File: config.mk
export PLATFORM = sky130hd
export DESIGN_NAME = bnpc_unit
export DESIGN_NICKNAME = d
export VERILOG_FILES = /design/src/rtl/bnpc_pkg.sv /design/src/rtl/bnpc_decode.sv /design/src/rtl/bnpc_compare.sv /design/src/rtl/bnpc_reloff.sv /design/src/rtl/bnpc_unit.sv
export SDC_FILE = /design/constraint.sdc
export NUM_CORES = 1
export LEC_CHECK = 0
export BUFFER_PORTS_ARGS = -buffer_cell sky130_fd_sc_hd__buf_2
export CORE_ASPECT_RATIO = 0.8
export CORE_UTILIZATION = 30
export DETAILED_ROUTE_END_ITERATION = 12
export MAX_ROUTING_LAYER = met4
export SYNTH_ARGS = -nofsm -noshare
export SYNTH_HDL_FRONTEND = slang
export SYNTH_SLANG_ARGS = --single-unit
File: constraint.sdc
create_clock -name clk -period 2.8 [get_ports clk]
set_clock_uncertainty 0.1 [all_clocks]
set_input_delay 0.28 -clock clk [delete_from_list [all_inputs] [get_ports clk]]
set_output_delay 0.28 -clock clk [all_outputs]
set_load 0.01 [all_outputs]
File: src/rtl/bnpc_pkg.sv
// Package: shared opcode codes, transfer classes and decoded-control record
// for the branch and next-PC unit. Assumes a 6-bit major opcode in bits 31:26.
package bnpc_pkg;

    localparam int OPC_W     = 6;
    localparam int RIDX_W    = 5;

    // Major opcodes that the unit recognises
    localparam logic [OPC_W-1:0] OPC_BR_EQ    = 6'd17;
    localparam logic [OPC_W-1:0] OPC_BR_GTS   = 6'd18;
    localparam logic [OPC_W-1:0] OPC_BR_GES   = 6'd19;
    localparam logic [OPC_W-1:0] OPC_BR_GEU   = 6'd20;
    localparam logic [OPC_W-1:0] OPC_BR_GTU   = 6'd21;
    localparam logic [OPC_W-1:0] OPC_BR_NE    = 6'd23;
    localparam logic [OPC_W-1:0] OPC_JMP_REG  = 6'd48;
    localparam logic [OPC_W-1:0] OPC_CALL_REG = 6'd54;
    localparam logic [OPC_W-1:0] OPC_JMP_REL  = 6'd56;
    localparam logic [OPC_W-1:0] OPC_CALL_REL = 6'd62;
    localparam logic [OPC_W-1:0] OPC_TRAP     = 6'd43;

    // Class of control transfer an instruction performs
    typedef enum logic [2:0] {
        XF_NONE = 3'd0,
        XF_COND = 3'd1,
        XF_REL  = 3'd2,
        XF_REG  = 3'd3,
        XF_TRAP = 3'd4
    } xfer_kind_t;

    // Comparison a conditional branch performs
    typedef enum logic [2:0] {
        CMP_EQ  = 3'd0,
        CMP_NE  = 3'd1,
        CMP_GTS = 3'd2,
        CMP_GES = 3'd3,
        CMP_GTU = 3'd4,
        CMP_GEU = 3'd5
    } cmp_op_t;

    // Decoded control record handed from the decoder to the top
    typedef struct packed {
        xfer_kind_t kind;
        cmp_op_t    cmp;
        logic       link;
        logic       is_eret;
        logic       is_bret;
        logic       is_brk;
        logic       is_scall;
    } xfer_dec_t;

endpackage

File: src/rtl/bnpc_decode.sv
// Module: bnpc_decode
// Classifies an instruction word into a transfer class, a compare operation,
// a link request and the four exception-related indications.
// Assumes: purely combinational; the register fields are already resolved to
// operand values elsewhere, so only field indices are inspected here.
module bnpc_decode
    import bnpc_pkg::*;
#(
    parameter int XLEN       = 32,
    parameter int ERET_REG   = 30,
    parameter int BRET_REG   = 31,
    parameter int TRAP_W     = 26,
    parameter int BRK_CODE   = 2,
    parameter int SCALL_CODE = 7
) (
    input  logic [XLEN-1:0] instr,
    output xfer_dec_t       dec
);

    localparam int OPC_LSB = XLEN - OPC_W;
    localparam int RA_LSB  = OPC_LSB - RIDX_W;

    logic [OPC_W-1:0]  opc;
    logic [RIDX_W-1:0] ra_idx;
    logic [TRAP_W-1:0] trap_code;

    assign opc       = instr[XLEN-1:OPC_LSB];
    assign ra_idx    = instr[RA_LSB +: RIDX_W];
    assign trap_code = instr[TRAP_W-1:0];

    // Map the opcode to its transfer class and side effects
    always_comb begin
        dec          = '0;
        dec.kind     = XF_NONE;
        dec.cmp      = CMP_EQ;
        unique case (opc)
            OPC_BR_EQ:  begin dec.kind = XF_COND; dec.cmp = CMP_EQ;  end
            OPC_BR_NE:  begin dec.kind = XF_COND; dec.cmp = CMP_NE;  end
            OPC_BR_GTS: begin dec.kind = XF_COND; dec.cmp = CMP_GTS; end
            OPC_BR_GES: begin dec.kind = XF_COND; dec.cmp = CMP_GES; end
            OPC_BR_GTU: begin dec.kind = XF_COND; dec.cmp = CMP_GTU; end
            OPC_BR_GEU: begin dec.kind = XF_COND; dec.cmp = CMP_GEU; end
            OPC_JMP_REL: begin
                dec.kind = XF_REL;
            end
            OPC_CALL_REL: begin
                dec.kind = XF_REL;
                dec.link = 1'b1;
            end
            OPC_JMP_REG: begin
                dec.kind    = XF_REG;
                dec.is_eret = (ra_idx == RIDX_W'(ERET_REG));
                dec.is_bret = (ra_idx == RIDX_W'(BRET_REG));
            end
            OPC_CALL_REG: begin
                dec.kind = XF_REG;
                dec.link = 1'b1;
            end
            OPC_TRAP: begin
                dec.kind     = XF_TRAP;
                dec.is_brk   = (trap_code == TRAP_W'(BRK_CODE));
                dec.is_scall = (trap_code == TRAP_W'(SCALL_CODE));
            end
            default: begin
                dec.kind = XF_NONE;
            end
        endcase
    end

endmodule

File: src/rtl/bnpc_compare.sv
// Module: bnpc_compare
// Evaluates the branch condition between two operands.
// Assumes: operands are two's complement for the signed comparisons.
module bnpc_compare
    import bnpc_pkg::*;
#(
    parameter int XLEN = 32
) (
    input  logic [XLEN-1:0] lhs,
    input  logic [XLEN-1:0] rhs,
    input  cmp_op_t         op,
    output logic            hit
);

    logic eq_w;
    logic gts_w;
    logic gtu_w;

    // Share one equality and two magnitude comparators across all conditions
    always_comb begin
        eq_w  = (lhs == rhs);
        gts_w = ($signed(lhs) > $signed(rhs));
        gtu_w = (lhs > rhs);
    end

    // Select the requested condition
    always_comb begin
        unique case (op)
            CMP_EQ:  hit = eq_w;
            CMP_NE:  hit = !eq_w;
            CMP_GTS: hit = gts_w;
            CMP_GES: hit = gts_w || eq_w;
            CMP_GTU: hit = gtu_w;
            CMP_GEU: hit = gtu_w || eq_w;
            default: hit = 1'b0;
        endcase
    end

endmodule

File: src/rtl/bnpc_reloff.sv
// Module: bnpc_reloff
// Adds a word offset to the PC: the offset field is shifted left by two and
// sign-extended from its top bit to the address width.
// Assumes: OFF_W + 2 <= XLEN.
module bnpc_reloff #(
    parameter int XLEN  = 32,
    parameter int OFF_W = 16
) (
    input  logic [XLEN-1:0]  pc,
    input  logic [OFF_W-1:0] off,
    output logic [XLEN-1:0]  target
);

    localparam int BYTE_W = OFF_W + 2;
    localparam int PAD_W  = XLEN - BYTE_W;

    logic [BYTE_W-1:0] byte_off;
    logic [XLEN-1:0]   ext_off;

    // Turn the word offset into a sign-extended byte offset
    always_comb begin
        byte_off = {off, 2'b00};
        ext_off  = {{PAD_W{byte_off[BYTE_W-1]}}, byte_off};
    end

    // Form the target address
    assign target = pc + ext_off;

endmodule

File: src/rtl/bnpc_unit.sv
// Module: bnpc_unit (top)
// Resolves the next fetch address and the return-address write for each
// instruction, with one register stage on every output.
// Assumes: opnd_a/opnd_b already hold the values of the registers named by
// bits 25:21 and 20:16; exception entry and state restore happen elsewhere.
module bnpc_unit
    import bnpc_pkg::*;
#(
    parameter int XLEN       = 32,
    parameter int COND_OFF_W = 16,
    parameter int REL_OFF_W  = 26,
    parameter int LINK_REG   = 29,
    parameter int ERET_REG   = 30,
    parameter int BRET_REG   = 31,
    parameter int BRK_CODE   = 2,
    parameter int SCALL_CODE = 7
) (
    input  logic              clk,
    input  logic              rst_n,
    input  logic [XLEN-1:0]   cur_pc,
    input  logic [XLEN-1:0]   instr,
    input  logic [XLEN-1:0]   opnd_a,
    input  logic [XLEN-1:0]   opnd_b,
    output logic [XLEN-1:0]   next_pc,
    output logic              taken,
    output logic              link_we,
    output logic [RIDX_W-1:0] link_idx,
    output logic [XLEN-1:0]   link_data,
    output logic              eret_flag,
    output logic              bret_flag,
    output logic              brk_flag,
    output logic              scall_flag
);

    localparam int           INSN_BYTES = 4;
    localparam logic [XLEN-1:0] SEQ_STEP = XLEN'(INSN_BYTES);
    localparam int           NUM_OFF    = 2;

    xfer_dec_t       dec;
    logic            cond_hit;
    logic [XLEN-1:0] seq_pc;
    logic [XLEN-1:0] rel_tgt [NUM_OFF];

    logic [XLEN-1:0] nx_pc;
    logic            nx_taken;
    logic            nx_link_we;
    logic [XLEN-1:0] nx_link_data;

    bnpc_decode #(
        .XLEN      (XLEN),
        .ERET_REG  (ERET_REG),
        .BRET_REG  (BRET_REG),
        .TRAP_W    (REL_OFF_W),
        .BRK_CODE  (BRK_CODE),
        .SCALL_CODE(SCALL_CODE)
    ) u_decode (
        .instr(instr),
        .dec  (dec)
    );

    bnpc_compare #(
        .XLEN(XLEN)
    ) u_compare (
        .lhs(opnd_a),
        .rhs(opnd_b),
        .op (dec.cmp),
        .hit(cond_hit)
    );

    // One offset adder per offset width: index 0 short, index 1 long
    for (genvar gi = 0; gi < NUM_OFF; gi++) begin : g_off
        localparam int OW = (gi == 0) ? COND_OFF_W : REL_OFF_W;
        bnpc_reloff #(
            .XLEN (XLEN),
            .OFF_W(OW)
        ) u_reloff (
            .pc    (cur_pc),
            .off   (instr[OW-1:0]),
            .target(rel_tgt[gi])
        );
    end

    // Sequential fall-through address, also the return address
    assign seq_pc = cur_pc + SEQ_STEP;

    // Choose the next address, the taken flag and the link request
    always_comb begin
        nx_pc        = seq_pc;
        nx_taken     = 1'b0;
        nx_link_we   = 1'b0;
        nx_link_data = '0;
        unique case (dec.kind)
            XF_COND: begin
                if (cond_hit) begin
                    nx_pc    = rel_tgt[0];
                    nx_taken = 1'b1;
                end
            end
            XF_REL: begin
                nx_pc    = rel_tgt[1];
                nx_taken = 1'b1;
            end
            XF_REG: begin
                nx_pc    = opnd_a;
                nx_taken = 1'b1;
            end
            default: begin
                nx_pc    = seq_pc;
                nx_taken = 1'b0;
            end
        endcase
        if (dec.link) begin
            nx_link_we   = 1'b1;
            nx_link_data = seq_pc;
        end
    end

    // Register every result; synchronous active-low clear
    always_ff @(posedge clk) begin
        if (!rst_n) begin
            next_pc    <= '0;
            taken      <= 1'b0;
            link_we    <= 1'b0;
            link_data  <= '0;
            eret_flag  <= 1'b0;
            bret_flag  <= 1'b0;
            brk_flag   <= 1'b0;
            scall_flag <= 1'b0;
        end else begin
            next_pc    <= nx_pc;
            taken      <= nx_taken;
            link_we    <= nx_link_we;
            link_data  <= nx_link_data;
            eret_flag  <= dec.is_eret;
            bret_flag  <= dec.is_bret;
            brk_flag   <= dec.is_brk;
            scall_flag <= dec.is_scall;
        end
    end

    // Return-address register index is fixed
    assign link_idx = RIDX_W'(LINK_REG);

endmodule

==> results of run 1 <==
-- cells in the final DEF (no fill, tap or decap), types with 7 or more instances in the layout --
| cell | synthesis | final |
|---|---|---|
| xor2_1 | 27 | 27 |
| and3_1 | 12 | 12 |
| nor3_1 | 22 | 21 |
| xnor2_1 | 35 | 31 |
| a21oi_1 | 76 | 66 |
| inv_2 | 1 | 10 |
| o211ai_1 | 10 | 10 |
| ha_1 | 75 | 58 |
| nor2b_1 | 9 | 9 |
| buf_2 | 1 | 178 |
| a21oi_2 | 0 | 8 |
| inv_1 | 50 | 36 |
| a31oi_1 | 9 | 8 |
| o21ai_1 | 0 | 7 |
| buf_6 | 1 | 22 |
| nand3_1 | 27 | 27 |
| nor2_1 | 63 | 63 |
| a21o_1 | 21 | 21 |
| mux2i_1 | 7 | 7 |
| ha_4 | 0 | 16 |
| nand2_1 | 77 | 76 |
| dfxtp_1 | 70 | 70 |
| nand4_1 | 14 | 14 |
| o21a_1 | 12 | 12 |
| o21ai_0 | 41 | 34 |
| buf_4 | 6 | 189 |
| a2bb2oi_1 | 9 | 8 |
| nor4_1 | 8 | 8 |
| and2_1 | 18 | 18 |
| clkbuf_16 | 0 | 10 |
-- layer usage --
metal,GRT usage [%],up-vias,wire (um)
li1,-,3789,-
met1,35.0,3565,12700
met2,35.3,373,11500
met3,5.66,43,2600
met4,7.14,0,556
met5,-,-,0
-- timing repair --
action / CTS / global route
setup endpoints to repair: 25 / 29
cloned: 0 / 1
pin swaps: 13 / 44
setup buffers: 2 / 8
gates resized for setup: 18 / 90
-- report_power, final --
group,switching (uW),internal (uW)
Clock,476,829
Combinational,795,729
Sequential,13.7,1040
Total,1290,2590
-- stage by stage --
stage	std cells	cell area [um2]	util [%]
after floorplan	824	6470	-
after global placement	1448	9040	43.5
after detailed placement	1448	9040	43.5
after CTS	1466	9500	45.8
after global routing	1476	9970	48.0
final	1476	9970	48.0
-- layout make-up --
cell class,instances,area share [%]
Clock inverter,5,0.816
Antenna cell,1,0.0251
Tap cell,269,3.38
Inverter,51,2.15
Clock buffer,11,2.54
Multi-Input combinational cell,676,50.8
Sequential cell,70,14.1
Timing Repair Buffer,393,26.3
-- logic make-up after synthesis --
family          Yosys count  synth area share (%)
compound gates          250                  26.7
fa+ha+maj                76                  15.0
simple gates            275                  21.3
other cells               2                 0.118
buf+inv                  78                  5.09
mux                       8                  1.28
flops                    70                  22.0
xor+xnor                 62                  8.53
-- state kept, by name, indices dropped and copies added (netlist names) --
signal,flops
bret_flag,1
link_we,1
scall_flag,1
brk_flag,1
link_data,32
taken,1
eret_flag,1
next_pc,32
-- final timing paths --
kind	from	end	slack (ns)	cells past startpoint
max	opnd_b[13]	next_pc[27]	0.03	15
min	instr[2]	brk_flag	0.04	2
==> summary.txt, run 1 <==
Status
  – Status: completed

STA
  – Slew Limit Fails: 0
  – Final hold slack: ~0.041 ns
  – Slew HR: 48.1%
  – Final setup margin: 0.0312 ns
  – Hold Vio Cnt, Final: 0
  – Peak Freq: ~360 MHz
  – Tightest Pin Transition: between 0.7 and 0.8 ns
  – RSZ-0062 raised after global routing: yes
  – Total negative slack: 0 ns
  – Fin crit period: 2.77 ns
  – Final Cycle Share: a little over nine tenths
  – # setup viols final: 0

Placement
  – DP Worst Slack: -0.548 ns
  – Port bufs: between 150 and 200
  – GPL Wtd Cong: 0.953
  – Hpwl dp: 22400 um

Synth
  – Main synth FF type: dfxtp_1
  – Synth async-reset ratio: 0%
  – EDFF count, synth: 0
  – Yosys top cell by area: dfxtp_1
  – Seq cells post-synth: 70
  – Commonest cells in the synthesized netlist: nand2_1 (77), a21oi_1 (76), ha_1 (75), dfxtp_1 (70), nor2_1 (63)
  – Cells after Synth: 821
  – Seq/Total Area, Yosys: 22.0%
  – Netlist cell types: 66
  – Synth top area share: 22.0%
  – Cell Area, Synth: ~6400 um2
  – Mean Syn Cell Area: ~7.8 um2
  – Main area contributors after synthesis: dfxtp_1 (22%), ha_1 (15%), a21oi_1 (6.0%), xnor2_1 (4.8%), nand2_1 (4.5%)
  – Yosys warnings: 0
  – Most common cell in the synthesized netlist: nand2_1

Floorplanning
  – Starting Density: a little under a third
  – Core area: around 21000 um2
  – Die area: roughly 22000 um2
  – Chip width: around 160 um
  – Row cnt: 47
  – Chip height: roughly 130 um
  – IO Count: about 210

Routing
  – Via density: roughly 5.3
  – Via count: 7770
  – Pre-antenna DRT Iters: 5
  – Final wirelength: around 27000 um
  – Detail Route Antenna Nets: 0
  – DRC Markers: 0
  – WL/cell: 18.5 um
  – Iter 0 DRT Violations: roughly 850

Run
  – Max-cap violation count: 0

CTS
  – H-tree depth: 3
  – Clock-pin slew on the worst setup and hold paths: approximately 0.060 ns
  – Cts hold-fix bufs: 0
  – CTS Buf Count: 9
  – Clk root buf: clkbuf_16
  – CTS Sinks: 70
  – CTS tree: done
  – Longest Clk Path Bufs: 2

Power and ir drop
  – Static leakage: between 0.004 and 0.005 uW
  – Total power: approximately 3900 uW
  – PwrDens: slightly below 400 nW/um2
  – Maximum VDD drop: approximately 350 uV

Finish
  – Area of the multi-input gates: 5060 um2
  – Register Area: approximately 1400 um2
  – Synthesis-to-layout area growth: 56.5%
  – Proportion of layout cells with a drive suffix above 1: roughly 41%
  – Nets: roughly 1.4k
  – Fill count: approximately 2.1k

Worst setup path
  – Critical path arrival: approximately 2.9 ns
  – Crit-path slowest cell: a221o_1
  – Crit path max fanout: 6
  – Worst Path Buf+Inv: 6
  – Worst path max stage delay: 0.44 ns
  – Kind of critical path: in2reg
  – Worst path top cell family by delay: compound AO/OA/AOI/OAI gates
  – Crit start category: input port
  – CP dominant cell by count: buf_4
  – Critical path, cell by cell: buf_2 -> inv_2 -> ha_4 -> buf_4 -> o21ai_1 -> a21oi_1 -> a221o_1 -> a221oi_2 -> a21oi_2 -> o211ai_4 -> buf_6 -> inv_8 -> buf_4 -> mux2i_1 -> o221a_2
  – Setup crit end kind: flop
  – Worst endpoint required time: between 2 and 3 ns

Global route
  – Largest net degree at the start of global routing: 22
  – GR Overflow Total: 0
  – Antenna violations before repair: 1
  – First-pass GRT wire length: slightly above 40000 um
  – All-Layer GR Usage: approximately a quarter
  – Vias in the first global route: 7293

Hold path
  – Min-delay worst type: in2reg
(Power assumes the default switching activity.)
==> run 2: changes to the inputs <==
Settings changed: CORE_UTILIZATION 30 to 47, PLACE_DENSITY set to 0.78.
==> run 2 against run 1 <==
  * Utilization increased by 26 points
  * Wire length is 6.6% lower
  * First-iteration DRC count rose by 2.8%
  * Sequential cell count did not move
  * Fmax is 0.13% higher
  * Hold slack worse by 0.0055 ns
  * Global-route usage is 12 points higher
  * Worst setup slack better by 0.0035 ns
  * Clock power decreased by 9%
  * Critical path depth down 3
  * Combinational power fell by 3%
  * Critical path type unchanged
  * Largest cell class unchanged
==> summary.txt, run 2 (synthesized netlist as in run 1, its figures left out) <==
CTS
  – CTS Sinks: 70
  – Longest Clk Path Bufs: 2
  – CTS Buf Count: 9
  – Clk root buf: clkbuf_16
  – H-tree depth: 3
  – CTS tree: done
  – Cts hold-fix bufs: 0
  – Clock-pin slew on the worst setup and hold paths: approximately 0.06 ns

Routing
  – DRC Markers: 0
  – Detail Route Antenna Nets: 0
  – Pre-antenna DRT Iters: 8
  – Iter 0 DRT Violations: 869
  – Via count: approximately 8.0k
  – Via density: between 5 and 6
  – Final wirelength: roughly 26000 um
  – WL/cell: 18.6 um

Floorplanning
  – Chip width: 132 um
  – Core area: about 13000 um2
  – Row cnt: 37
  – Starting Density: 48.8%
  – IO Count: ~210
  – Chip height: ~110 um
  – Die area: 14000 um2

Global route
  – All-Layer GR Usage: between 30 and 40%
  – Antenna violations before repair: 0
  – Largest net degree at the start of global routing: 23
  – Vias in the first global route: approximately 7.4k
  – First-pass GRT wire length: 39000 um
  – GR Overflow Total: 0

STA
  – Hold Vio Cnt, Final: 0
  – Fin crit period: roughly 2.8 ns
  – Final Cycle Share: 98.8%
  – Peak Freq: 362 MHz
  – RSZ-0062 raised after global routing: yes
  – Slew Limit Fails: 0
  – # setup viols final: 0
  – Final setup margin: about 0.035 ns
  – Slew HR: around half
  – Tightest Pin Transition: 0.735 ns

Power and ir drop
  – Total power: about 3700 uW
  – Static leakage: 0.00476 uW
  – Maximum VDD drop: between 300 and 400 uV
  – PwrDens: 387 nW/um2

Worst setup path
  – Crit path max fanout: 8
  – Kind of critical path: in2reg
  – Setup crit end kind: flop
  – Worst endpoint required time: just under 3 ns
  – Critical path arrival: 2.88 ns
  – Crit start category: input port

Placement
  – Port bufs: just under 200
  – DP Worst Slack: -0.456 ns
  – Placed Cells: 1350
  – GPL Wtd Cong: approximately 1.0
  – Area after DPL: 8890 um2
  – Hpwl dp: between 20000 and 25000 um

Status
  – Status: completed

Hold path
  – Hold Path End: brk_flag
  – Min-delay src: instr[2]
  – Min-delay worst type: in2reg
  – Hold Crit Depth: 2

Finish
  – Proportion of layout cells with a drive suffix above 1: 39.9%
  – ANT cells: 0
  – Design area: a little under 10000 um2
  – Most frequent cells in the layout: buf_2 (198), buf_4 (176), nand2_1 (75), dfxtp_1 (70), a21oi_1 (68)
  – Commonest non-fill, non-tap cell in the layout: buf_2
  – Final core utilization: 73.8%
  – Fill count: slightly below 1k
  – Nets: 1396
  – Final non-filler cell total: ~1.4k
  – Biggest regs: link_data x32, next_pc x32
  – Synthesis-to-layout area growth: 51.3%

Run
  – Max-cap violation count: 0
[run 2: cell types whose count changed in the layout (fill, tap and decap cells not counted), moves of 7 or more]
| cell | change |
|---|---|
| buf_4 | -13 |
| ha_1 | +8 |
| ha_4 | -7 |
| buf_2 | +20 |
| buf_6 | -17 |
| inv_1 | +8 |
| inv_2 | -8 |
[run 2: layout make-up]
class	instances	area (um2)	area share, %
tap	175	219	2.27
sequential	70	1400	14.5
multi-input combinational	676	5060	52.5
timing repair buffer	382	2430	25.3
clock inverter	6	68.8	0.714
clock buffer	10	239	2.48
inverter	51	211	2.20
[run 2: metal layers]
metal	up-vias	GRT usage [%]	routed length, um
li1	3761	-	-
met1	3671	49.9	11000
met2	513	54.0	10800
met3	67	7.39	2890
met4	0	14.0	793
met5	-	-	0
[run 2: stage by stage]
step	TNS (ns)	hold WS, ns
6_report	0	0.0356
5_1_grt	-0.327	0.0283
4_1_cts	-0.0861	0.0245
3_5_place_dp	-11.29	0.387
3_3_place_gp	-10.33	0.380
2_1_floorplan	-0.0922	0.252
[run 2: worst max path at each step]
stage	endpoint	cells past startpoint	start
6_report	next_pc[10]	12	opnd_a[24]
5_1_grt	next_pc[27]	11	instr[8]
4_1_cts	next_pc[26]	12	opnd_b[22]
3_5_place_dp	next_pc[23]	12	opnd_a[9]
3_3_place_gp	next_pc[19]	11	opnd_a[9]
2_1_floorplan	next_pc[22]	12	opnd_b[22]
[run 2: timing repair]
item                                    CTS  global route
cloned                                    0             1
endpoints found under the setup margin   25            30
pin swaps                                 2            41
setup buffers                             0             3
resized for setup                        12            66
[run 2: worst max-delay path: stages]
cell      delay (ns)
buf_2           0.11
ha_1            0.28
nand4_1         0.19
nor4_4          0.39
nand3_2         0.14
buf_4           0.18
or4_4           0.49
o211ai_4        0.10
buf_12          0.17
buf_4           0.16
mux2i_1         0.28
a221oi_2        0.10
[run 2: power by group]
part | total (uW) | switching, uW | internal, uW
clock | 1190 | 474 | 718
combinational | 1480 | 791 | 692
sequential | 1050 | 15.6 | 1040
==> run 3: changes to the inputs <==
Settings changed: CORE_UTILIZATION 47 to 50, SYNTH_HIERARCHICAL set to 1.
==> run 3 against run 2 <==
  * Via count rose by 33%
  * Synthesized cell count rose by 35%
  * The flow now finishes with violations (negative setup slack)
  * Power rose by 25%
  * Clock power rose by 3%
  * Highest routed layer unchanged
  * Die area rose by 23%
  * Critical path type unchanged
  * Combinational power rose by 61%
==> summary.txt, run 3 <==
Routing
  – Pre-antenna DRT Iters: 8
  – Via density: 5.99
  – Iter 0 DRT Violations: roughly 1.0k
  – Final wirelength: ~36000 um
  – DRC Markers: 0
  – Via count: around 11k
  – WL/cell: between 20 and 25 um
  – Detail Route Antenna Nets: 0

Power and ir drop
  – Total power: between 4000 and 5000 uW
  – Sw Pwr: about 1700 uW
  – Clock power share: 26.3%
  – Register share of total power: a little under a quarter
  – Gate power share: 51.1%
  – Pint: slightly below 3000 uW
  – PwrDens: 360 nW/um2
  – Static leakage: ~0.0061 uW
  – Switching fraction of total power: a little under two fifths
  – Maximum VDD drop: 256 uV

Global route
  – Antenna violations before repair: 0
  – Largest net degree at the start of global routing: 38
  – All-Layer GR Usage: about two fifths
  – First-pass GRT wire length: roughly 53000 um
  – GR Overflow Total: 0
  – Vias in the first global route: between 10k and 15k

Synth
  – Cell Area, Synth: 8390 um2
  – Most common cell in the synthesized netlist: a21oi_1
  – Main area contributors after synthesis: dfxtp_1 (17%), ha_1 (14%), a21oi_1 (6.3%), xnor2_1 (5.3%), nand2_1 (3.8%)
  – Cells after Synth: around 1.1k
  – Seq cells post-synth: 70
  – Compound-Gate Fraction of Synth Area: around 30%
  – Yosys top cell by area: dfxtp_1
  – Seq/Total Area, Yosys: roughly 17%
  – Post-synthesis simple-gate area fraction: a little under a quarter
  – Post-synthesis mux area share: less than 1%
  – Mean Syn Cell Area: 7.60 um2
  – Synth top area share: 16.7%
  – Xor/xnor cell area share of the yosys netlist: between 8 and 9%
  – Main synth FF type: dfxtp_1
  – Main combinational cell family by area after synthesis: compound AO/OA/AOI/OAI gates
  – Yosys warnings: 6
  – Netlist cell types: 88
  – Commonest cells in the synthesized netlist: a21oi_1 (105), ha_1 (91), nand2_1 (86), nor2_1 (83), dfxtp_1 (70)
  – Synth async-reset ratio: 0%
  – Synth Area in Adders: between 10 and 15%
  – EDFF count, synth: 0

Finish
  – Design area: between 10000 and 15000 um2
  – Nets: roughly 1.8k
  – Proportion of layout cells with a drive suffix above 1: around 45%
  – Final non-filler cell total: about 1.8k
  – Synthesis-to-layout area growth: 54.9%
  – Fill count: ~1.1k
  – Commonest non-fill, non-tap cell in the layout: buf_4
  – Most frequent cells in the layout: buf_4 (302), buf_2 (181), a21oi_1 (95), nand2_1 (83), nor2_1 (76)
  – ANT cells: 0
  – Biggest regs: link_data x32, next_pc x32

CTS
  – Clock-pin slew on the worst setup and hold paths: ~0.06 ns
  – Longest Clk Path Bufs: 2
  – CTS tree: done
  – Clk root buf: clkbuf_16
  – H-tree depth: 3
  – CTS Sinks: 70
  – CTS Buf Count: 9

STA
  – Fin crit period: 2.91 ns
  – # setup viols final: 16
  – Hold Vio Cnt, Final: 0
  – Slew HR: between 60 and 70%
  – Slew Limit Fails: 0
  – RSZ-0062 raised after global routing: yes
  – Peak Freq: around 340 MHz
  – Total negative slack: -0.762 ns
  – Tightest Pin Transition: between 0.5 and 0.6 ns
  – Final Cycle Share: 104%
  – Final setup margin: -0.111 ns

Run
  – Max-cap violation count: 0

Status
  – Status: complete, but fails checks
  – Failing checks: negative setup slack

Placement
  – Port bufs: 199
  – Placed Cells: approximately 1.8k
  – Hpwl dp: 28300 um
  – GPL Wtd Cong: approximately 1.0
  – DP Worst Slack: -0.627 ns
  – Area after DPL: ~12000 um2

Worst setup path
  – Setup crit end kind: flop
  – Crit start category: input port
  – Kind of critical path: in2reg
  – Crit path max fanout: 4
  – Worst endpoint required time: roughly 3.0 ns
  – Critical path arrival: approximately 3.1 ns

Floorplanning
  – Chip height: 118 um
  – Die area: about 17000 um2
  – Core area: between 15000 and 20000 um2
  – Row cnt: 41
  – Starting Density: 52.1%
  – IO Count: just over 200
  – Chip width: around 150 um

Hold path
  – Min-delay worst type: in2reg
==> run 3: cell types whose count changed after synthesis, moves of 10 or more <==
cell and delta:
a21oi_1 +29, clkbuf_1 +23, nor2_1 +20, nand2b_1 +18, ha_1 +16, inv_1 +16
xnor2_1 +16, nand4_1 +15, a21o_1 +12, o22ai_1 +12, o21ai_0 +10, o21ai_1 +10
==> run 3: worst paths after layout <==
path	slack [ns]	end	cells past startpoint	startpoint
setup / recovery	-0.11	next_pc[31]	14	opnd_a[18]
hold / removal	0.14	link_data[1]	2	cur_pc[1]
==> run 3: cells by family (layout without fill, tap and decap cells) <==
kind of cell	after synthesis	count (layout)
other cells	2	5
buf+inv	133	592
xor+xnor	80	80
simple gates	376	376
mux	3	3
compound gates	348	348
flops	70	70
fa+ha+maj	93	93
==> run 3: cell type report <==
cell class	instances	area [um2]	share of cell area, %
timing repair buffer	507	3460	26.6
clock buffer	10	239	1.84
tap	215	269	2.07
clock inverter	6	85.1	0.654
sequential	70	1400	10.8
inverter	69	274	2.11
multi-input combinational	905	7280	56.0
==> run 3: critical path, cell delays in order <==
cell,delay [ns]
buf_6,0.11
ha_4,0.26
nand4_1,0.14
nor4_4,0.30
buf_4,0.16
and3_4,0.20
nor3b_4,0.20
a21oi_2,0.05
o211ai_2,0.21
nor4bb_4,0.39
nand2_1,0.16
nand3_2,0.10
or4b_4,0.46
nand3_2,0.08
==> run 3: power by group through the flow <==
stage / Clock, uW / Combinational [uW] / Sequential [uW]
after CTS: 1230 / 2210 / 1060
after global routing: 1290 / 2530 / 1060
final: 1230 / 2390 / 1060
after global placement: 0 / 2090 / 1080
after detailed placement: 0 / 2130 / 1080
after floorplan: 0 / 1090 / 1100
==> run 3: what timing repair did <==
action | in CTS | in global routing
gates cloned | 1 | 0
setup buffers | 9 | 2
hold buffers | 0 | 0
gates resized for setup | 69 | 73
setup endpoints to repair | 16 | 23
pin swaps | 40 | 33
endpoints found under the hold margin | 0 | 0
==> run 3: stage by stage <==
stage / util (%) / hold WS (ns)
after floorplan: - / 0.252
after global placement: 74.1 / 0.462
after detailed placement: 74.1 / 0.466
after CTS: 78.5 / 0.130
after global routing: 80.7 / 0.154
final: 80.7 / 0.143
==> run 3: layer usage <==
| layer | wire [um] | part of all wire [%] | global-route usage [%] | up-vias |
|---|---|---|---|---|
| li1 | - | - | - | 4951 |
| met1 | 14900 | 42 | 52.1 | 5032 |
| met2 | 15500 | 44 | 59.8 | 596 |
| met3 | 4350 | 12 | 12.1 | 91 |
| met4 | 884 | 2.5 | 11.0 | 0 |
| met5 | 0 | 0 | - | - |
